## src/rtl/wbinv_pkg.sv

```systemverilog
package wbinv_pkg;
  typedef enum logic [1:0] {
    ST_IDLE = 2'd0,
    ST_LOOK = 2'd1,
    ST_WB   = 2'd2,
    ST_DONE = 2'd3
  } wbinv_state_e;
endpackage

```

## src/rtl/wbinv_tag_store.sv

```systemverilog
module wbinv_tag_store #(
  parameter int LINES = 16,
  parameter int TAG_W = 23,
  localparam int IDX_W = $clog2(LINES)
) (
  input  logic             clk,
  input  logic             rst_n,
  input  logic             pl_en,
  input  logic [IDX_W-1:0] pl_idx,
  input  logic [TAG_W-1:0] pl_tag,
  input  logic             pl_valid,
  input  logic             pl_dirty,
  input  logic             inv_en,
  input  logic [IDX_W-1:0] rd_idx,
  output logic [TAG_W-1:0] rd_tag,
  output logic             rd_valid,
  output logic             rd_dirty
);
  logic [TAG_W-1:0] tag_q [LINES];
  logic [LINES-1:0] val_q;
  logic [LINES-1:0] drt_q;

  always_ff @(posedge clk) begin
    if (pl_en) tag_q[pl_idx] <= pl_tag;
  end

  // valid/dirty: invalidation wins over preload of the same line
  always_ff @(posedge clk or negedge rst_n) begin
    if (!rst_n) begin
      val_q <= '0;
      drt_q <= '0;
    end else begin
      if (pl_en) begin
        val_q[pl_idx] <= pl_valid;
        drt_q[pl_idx] <= pl_dirty;
      end
      if (inv_en) begin
        val_q[rd_idx] <= 1'b0;
        drt_q[rd_idx] <= 1'b0;
      end
    end
  end

  assign rd_tag   = tag_q[rd_idx];
  assign rd_valid = val_q[rd_idx];
  assign rd_dirty = drt_q[rd_idx];
endmodule

```

## src/rtl/wbinv_line_store.sv

```systemverilog
module wbinv_line_store #(
  parameter int LINES  = 16,
  parameter int LINE_W = 256,
  localparam int IDX_W = $clog2(LINES)
) (
  input  logic              clk,
  input  logic              pl_en,
  input  logic [IDX_W-1:0]  pl_idx,
  input  logic [LINE_W-1:0] pl_data,
  input  logic [IDX_W-1:0]  rd_idx,
  output logic [LINE_W-1:0] rd_data
);
  logic [LINE_W-1:0] mem_q [LINES];

  always_ff @(posedge clk) begin
    if (pl_en) mem_q[pl_idx] <= pl_data;
  end

  assign rd_data = mem_q[rd_idx];
endmodule

```

## src/rtl/wbinv_seq.sv

```systemverilog
module wbinv_seq
  import wbinv_pkg::*;
#(
  parameter int ADDR_W = 32,
  parameter int OFS_W  = 5
) (
  input  logic              clk,
  input  logic              rst_n,
  input  logic              req_valid,
  output logic              req_ready,
  input  logic [ADDR_W-1:0] req_addr,
  input  logic              req_upd,
  input  logic              lk_hit,
  input  logic              lk_dirty,
  output logic [ADDR_W-1:0] cur_addr,
  output logic              inv_en,
  output logic              wb_valid,
  input  logic              wb_ready,
  output logic              ack,
  output logic              ack_hit,
  output logic              ack_wb,
  output logic              ack_upd
);
  wbinv_state_e      state_q;
  logic [ADDR_W-1:0] addr_q;
  logic              upd_q, hit_q, wbd_q;

  always_ff @(posedge clk or negedge rst_n) begin
    if (!rst_n) begin
      state_q <= ST_IDLE;
      addr_q  <= '0;
      upd_q   <= 1'b0;
      hit_q   <= 1'b0;
      wbd_q   <= 1'b0;
    end else begin
      unique case (state_q)
        ST_IDLE: if (req_valid) begin
          addr_q  <= req_addr;
          upd_q   <= req_upd;
          state_q <= ST_LOOK;
        end
        ST_LOOK: begin
          hit_q   <= lk_hit;
          wbd_q   <= lk_hit && lk_dirty;
          state_q <= (lk_hit && lk_dirty) ? ST_WB : ST_DONE;
        end
        ST_WB:   if (wb_ready) state_q <= ST_DONE;
        ST_DONE: state_q <= ST_IDLE;
        default: state_q <= ST_IDLE;
      endcase
    end
  end

  assign req_ready = (state_q == ST_IDLE);
  assign cur_addr  = addr_q;
  assign wb_valid  = (state_q == ST_WB);
  assign inv_en    = ((state_q == ST_LOOK) && lk_hit && !lk_dirty)
                   || ((state_q == ST_WB) && wb_ready);
  assign ack       = (state_q == ST_DONE);
  assign ack_hit   = ack && hit_q;
  assign ack_wb    = ack && wbd_q;
  assign ack_upd   = ack && upd_q;
endmodule

```

## src/rtl/line_wbinv_ctrl.sv

```systemverilog
module line_wbinv_ctrl #(
  parameter int ADDR_W     = 32,
  parameter int LINES      = 16,
  parameter int LINE_BYTES = 32,
  localparam int IDX_W  = $clog2(LINES),
  localparam int OFS_W  = $clog2(LINE_BYTES),
  localparam int TAG_W  = ADDR_W - IDX_W - OFS_W,
  localparam int LINE_W = LINE_BYTES * 8
) (
  input  logic              clk,
  input  logic              rst_n,
  input  logic              req_valid,
  output logic              req_ready,
  input  logic [ADDR_W-1:0] req_addr,
  input  logic              req_upd,
  output logic              ack,
  output logic              ack_hit,
  output logic              ack_wb,
  output logic              ack_upd,
  output logic              wb_valid,
  input  logic              wb_ready,
  output logic [ADDR_W-1:0] wb_addr,
  output logic [LINE_W-1:0] wb_data,
  input  logic              pl_en,
  input  logic [IDX_W-1:0]  pl_idx,
  input  logic [TAG_W-1:0]  pl_tag,
  input  logic              pl_valid,
  input  logic              pl_dirty,
  input  logic [LINE_W-1:0] pl_data
);
  logic [ADDR_W-1:0] cur_addr;
  logic [IDX_W-1:0]  cur_idx;
  logic [TAG_W-1:0]  cur_tag, rd_tag;
  logic              rd_valid, rd_dirty, lk_hit, inv_en;

  assign cur_idx = cur_addr[OFS_W +: IDX_W];
  assign cur_tag = cur_addr[ADDR_W-1 -: TAG_W];
  assign lk_hit  = rd_valid && (rd_tag == cur_tag);
  assign wb_addr = {cur_addr[ADDR_W-1:OFS_W], {OFS_W{1'b0}}};

  wbinv_tag_store #(.LINES(LINES), .TAG_W(TAG_W)) u_tags (
    .clk(clk), .rst_n(rst_n),
    .pl_en(pl_en), .pl_idx(pl_idx), .pl_tag(pl_tag),
    .pl_valid(pl_valid), .pl_dirty(pl_dirty),
    .inv_en(inv_en), .rd_idx(cur_idx),
    .rd_tag(rd_tag), .rd_valid(rd_valid), .rd_dirty(rd_dirty)
  );

  wbinv_line_store #(.LINES(LINES), .LINE_W(LINE_W)) u_data (
    .clk(clk), .pl_en(pl_en), .pl_idx(pl_idx), .pl_data(pl_data),
    .rd_idx(cur_idx), .rd_data(wb_data)
  );

  wbinv_seq #(.ADDR_W(ADDR_W), .OFS_W(OFS_W)) u_seq (
    .clk(clk), .rst_n(rst_n),
    .req_valid(req_valid), .req_ready(req_ready),
    .req_addr(req_addr), .req_upd(req_upd),
    .lk_hit(lk_hit), .lk_dirty(rd_dirty),
    .cur_addr(cur_addr), .inv_en(inv_en),
    .wb_valid(wb_valid), .wb_ready(wb_ready),
    .ack(ack), .ack_hit(ack_hit), .ack_wb(ack_wb), .ack_upd(ack_upd)
  );
endmodule

```

## config.mk

```make
export PLATFORM = sky130hd
export DESIGN_NAME = line_wbinv_ctrl
export DESIGN_NICKNAME = d
export VERILOG_FILES = /design/src/rtl/wbinv_pkg.sv /design/src/rtl/wbinv_tag_store.sv /design/src/rtl/wbinv_line_store.sv /design/src/rtl/wbinv_seq.sv /design/src/rtl/line_wbinv_ctrl.sv
export SDC_FILE = /design/constraint.sdc
export NUM_CORES = 2
export LEC_CHECK = 0
export ABC_AREA = 0
export ABC_CLOCK_PERIOD_IN_PS = 3550
export BUFFER_PORTS_ARGS = -buffer_cell sky130_fd_sc_hd__buf_2
export CAP_MARGIN = 0
export CORE_MARGIN = 2
export CORE_UTILIZATION = 40
export DETAILED_ROUTE_END_ITERATION = 12
export SYNTH_ARGS = -nofsm -noshare
export SYNTH_HDL_FRONTEND = slang
export SYNTH_MEMORY_MAX_BITS = 65536
export SYNTH_SLANG_ARGS = --single-unit
```

## constraint.sdc

```tcl
create_clock -name clk -period 3.55 [get_ports clk]
set_input_delay 0.5325 -clock clk [delete_from_list [all_inputs] [get_ports clk]]
set_output_delay 0.5325 -clock clk [all_outputs]
set_load 0.01 [all_outputs]
```

==> results.sh <==
export IMPL_outcome="finished with violations"
export IMPL_violations="setup timing"
export IMPL_worst_skew_pair_late_latency_ps=1010
export IMPL_wl_um=438900
export IMPL_setup_violations=291
export IMPL_hold_viol_final=0
export IMPL_p_per_area_nw_per_um2=780.1
export IMPL_cap_violations=0
export IMPL_synthCells=6677
export IMPL_grt_max_degree=65
export IMPL_vias=80889
export IMPL_synthDistinctLibCells=65
export IMPL_top_layer="met5"
export IMPL_critPathKind="flop to primary output"
export IMPL_ys_flop_type="edfxtp_1"
export IMPL_max_freq_ghz=0.2453
export IMPL_numCtsBuffers=454
export IMPL_nFillCells=33454
export IMPL_place_area_um2=185200
export IMPL_syn_to_final_growth_pct=22.43
export IMPL_crit_fanout=7
export IMPL_layout_commonest_cell="edfxtp_1"
export IMPL_multi_input_area_um2=34110
export IMPL_root_buffer="clkbuf_16"
export IMPL_wire_per_inst_um=30.35
export IMPL_power_mw=163.5
export IMPL_vias_per_cell=5.594
export IMPL_yosysSeqAreaShare=0.7923
export IMPL_cp_arrival_ps=3540
export IMPL_cts_tree="done"
export IMPL_grt_pass1_vias=83672
export IMPL_wl_met2_um=219700
export IMPL_portBuffers=606
export IMPL_peakVddDrop_v=0.0005569
export IMPL_drive_above_1_share=0.3768
export IMPL_syn_area_per_cell_um2=25.64
export IMPL_grt_ovfl_total=0
export IMPL_period_share=1.148
export IMPL_max_stage_delay_ps=500
export IMPL_final_area_um2=209600
export IMPL_postRouteAntennaNets=0
export IMPL_yosysWarnings=0
export IMPL_fp_coreArea_um2=426700
export IMPL_layout_common_cells="4,464 x edfxtp_1, 1,345 x mux4_2, 487 x clkbuf_16"
export IMPL_clock_sinks=4528
export IMPL_drc_errors=0
export IMPL_fin_hold_ws_ps=120.4
export IMPL_antenna_found_initial=72
export IMPL_place_hpwl_um=243700
export IMPL_hold_path_class="input pin to flop"
export IMPL_grt_pass1_wl_um=616000
export IMPL_register_area_um2=135700
export IMPL_cp_data_required_time_ps=3020
export IMPL_grt_use_total=0.1976
export IMPL_syn_cell_area_um2=171200
export IMPL_htreeDepth=5
export IMPL_ios=617
export IMPL_synth_seq_cells=4528
export IMPL_path_clk_slew_ps=60
export IMPL_cp_cell_sequence="buf_12 -> buf_16 -> buf_16 -> buf_12 -> clkbuf_16 -> mux4_2 -> mux4_2 -> buf_6"
export IMPL_dr_first_iter_drc_count=8405
export IMPL_clk_path_buf_depth=4
export IMPL_synthArstFlopShare=0.01413
export IMPL_dieHeight_um=658.2
export IMPL_first_pass_iters=7
export IMPL_synth_edf_count=4464
export IMPL_endpoint_kind="primary output"
export IMPL_start_util=0.4012
export IMPL_wirelength_met1_um=177900
export IMPL_gp_congestion=0.7702
export IMPL_period_needed_ps=4077
export IMPL_dpl_worst_slack_ps=16.14
export IMPL_wl_met3_um=28260
export IMPL_power_leakage_nw=67.47
export IMPL_die_area_um2=433300
export IMPL_layout_setup_ws_ps=-526.7
export IMPL_drv_slew=0
export IMPL_startpoint_type="flop"
export IMPL_die_w_um=658.2
export IMPL_rsz0062_at_grt="true"
export IMPL_tightest_slew_ps=1039
export IMPL_num_rows=240
export IMPL_finalNetCount=8692
export IMPL_r2r_slack_ps=-310
export IMPL_slowest_stage="mux4_2"
export IMPL_max_slew_margin_rel=0.3072
export IMPL_clock_skew_ps=44.46
==> flip-flops by register name, summed over array words and instances (netlist names) <==
| name | flops |
|---|---|
| u_tags.drt_q | 16 |
| u_seq.wbd_q | 1 |
| u_seq.cur_addr | 27 |
| u_data.mem_q | 4096 |
| u_tags.tag_q | 368 |
| u_seq.hit_q | 1 |
| u_seq.upd_q | 1 |
| u_seq.state_q | 2 |
| u_tags.val_q | 16 |
==> power by group <==
| group | internal (mW) | switching [mW] | leakage (nW) |
|---|---|---|---|
| combinational | 30.1 | 25.6 | 19.3 |
| sequential | 60.2 | 0.800 | 41.1 |
| clock | 26.6 | 20.4 | 7.07 |
==> cell families (layout without fill, tap and decap cells) <==
kind of cell | count (synthesis) | count (layout) | share of synthesized area
adders and majority gates | 4 | 4 | 0.0002923
DFF | 4528 | 4528 | 0.7923
buffers and inverters | 354 | 2415 | 0.009508
other | 1 | 36 | 0.00002190
AOI/OAI and AO/OA | 127 | 127 | 0.005788
xor gates and xnor gates | 20 | 20 | 0.001023
muxes | 1503 | 1503 | 0.1868
and+or+nand+nor | 140 | 140 | 0.004261
==> worst max-delay path, delay by kind of cell, from the launching register on <==
kind | cells | cell delay, ps
DFF | 1 | 480
muxes | 2 | 1000
buffers and inverters | 6 | 990
==> synth_stat cells, types with 4 or more instances <==
cell	number	area [um2]
a211oi_1	26	195.2
a21oi_1	11	55.05
a22o_1	8	70.07
a22oi_1	28	210.2
a311oi_1	8	70.07
a31oi_1	6	37.54
and2_1	8	50.05
and3_1	5	31.28
buf_1	10	37.54
buf_2	118	590.6
buf_4	9	67.56
buf_6	12	135.1
clkbuf_1	190	713.2
dfrtp_1	64	1602
edfxtp_1	4464	134000
ha_1	4	50.05
inv_1	12	45.04
mux2_2	31	349.1
mux2i_1	123	1231
mux4_1	6	157.7
mux4_2	1343	30250
nand2_1	24	90.09
nand2b_1	7	43.79
nand3_1	12	60.06
nor2_1	31	116.4
nor2b_1	13	81.33
nor3_1	20	100.1
o21ai_0	14	70.07
o22ai_1	5	31.28
xnor2_1	10	87.58
xor2_1	10	87.58
==> worst paths after layout <==
path | cells after the start | endpoint | from
hold / removal | 4 | u_tags.drt_q[0] | wb_ready
max in group asynchronous | 2 | u_seq.cur_addr[7] | rst_n
min in group asynchronous | 2 | u_seq.cur_addr[28] | rst_n
hold reg to reg | 1 | u_seq.upd_q | u_seq.upd_q
setup / recovery | 8 | wb_data[84] | u_seq.cur_addr[5]
setup reg to reg | 15 | u_seq.wbd_q | u_seq.cur_addr[5]
==> layout make-up <==
| type | count | area share |
|---|---|---|
| Sequential cell | 4528 | 0.6472 |
| Timing Repair Buffer | 1569 | 0.08579 |
| Clock buffer | 558 | 0.05631 |
| Clock inverter | 275 | 0.01341 |
| Tap cell | 5687 | 0.03395 |
| Multi-Input combinational cell | 1799 | 0.1627 |
| Antenna cell | 31 | 0.0003701 |
| Inverter | 13 | 0.0002328 |
==> what timing repair did <==
item	CTS	global route
setup buffers	97	47
gates cloned	79	33
hold buffers	311	0
endpoints found under the hold margin	4585	0
pin swaps	2	3
gates resized for setup	486	192
endpoints found under the setup margin	257	291
==> metal layers <==
layer / vias to the layer above / GRT usage
met5: - / 0
met4: 24 / 0.05373
met3: 664 / 0.03465
met2: 3054 / 0.3320
met1: 44352 / 0.2670
li1: 32795 / -
==> metrics by stage <==
step,TNS (ps),cells,util
CTS,-145960,14375,0.4878
global route,-143590,14443,0.4911
global placement,0,13057,0.4341
finish,-114850,14460,0.4912
detailed placement,0,13057,0.4341
floorplan,-,6681,-
Power figures use the tool's default switching activity.
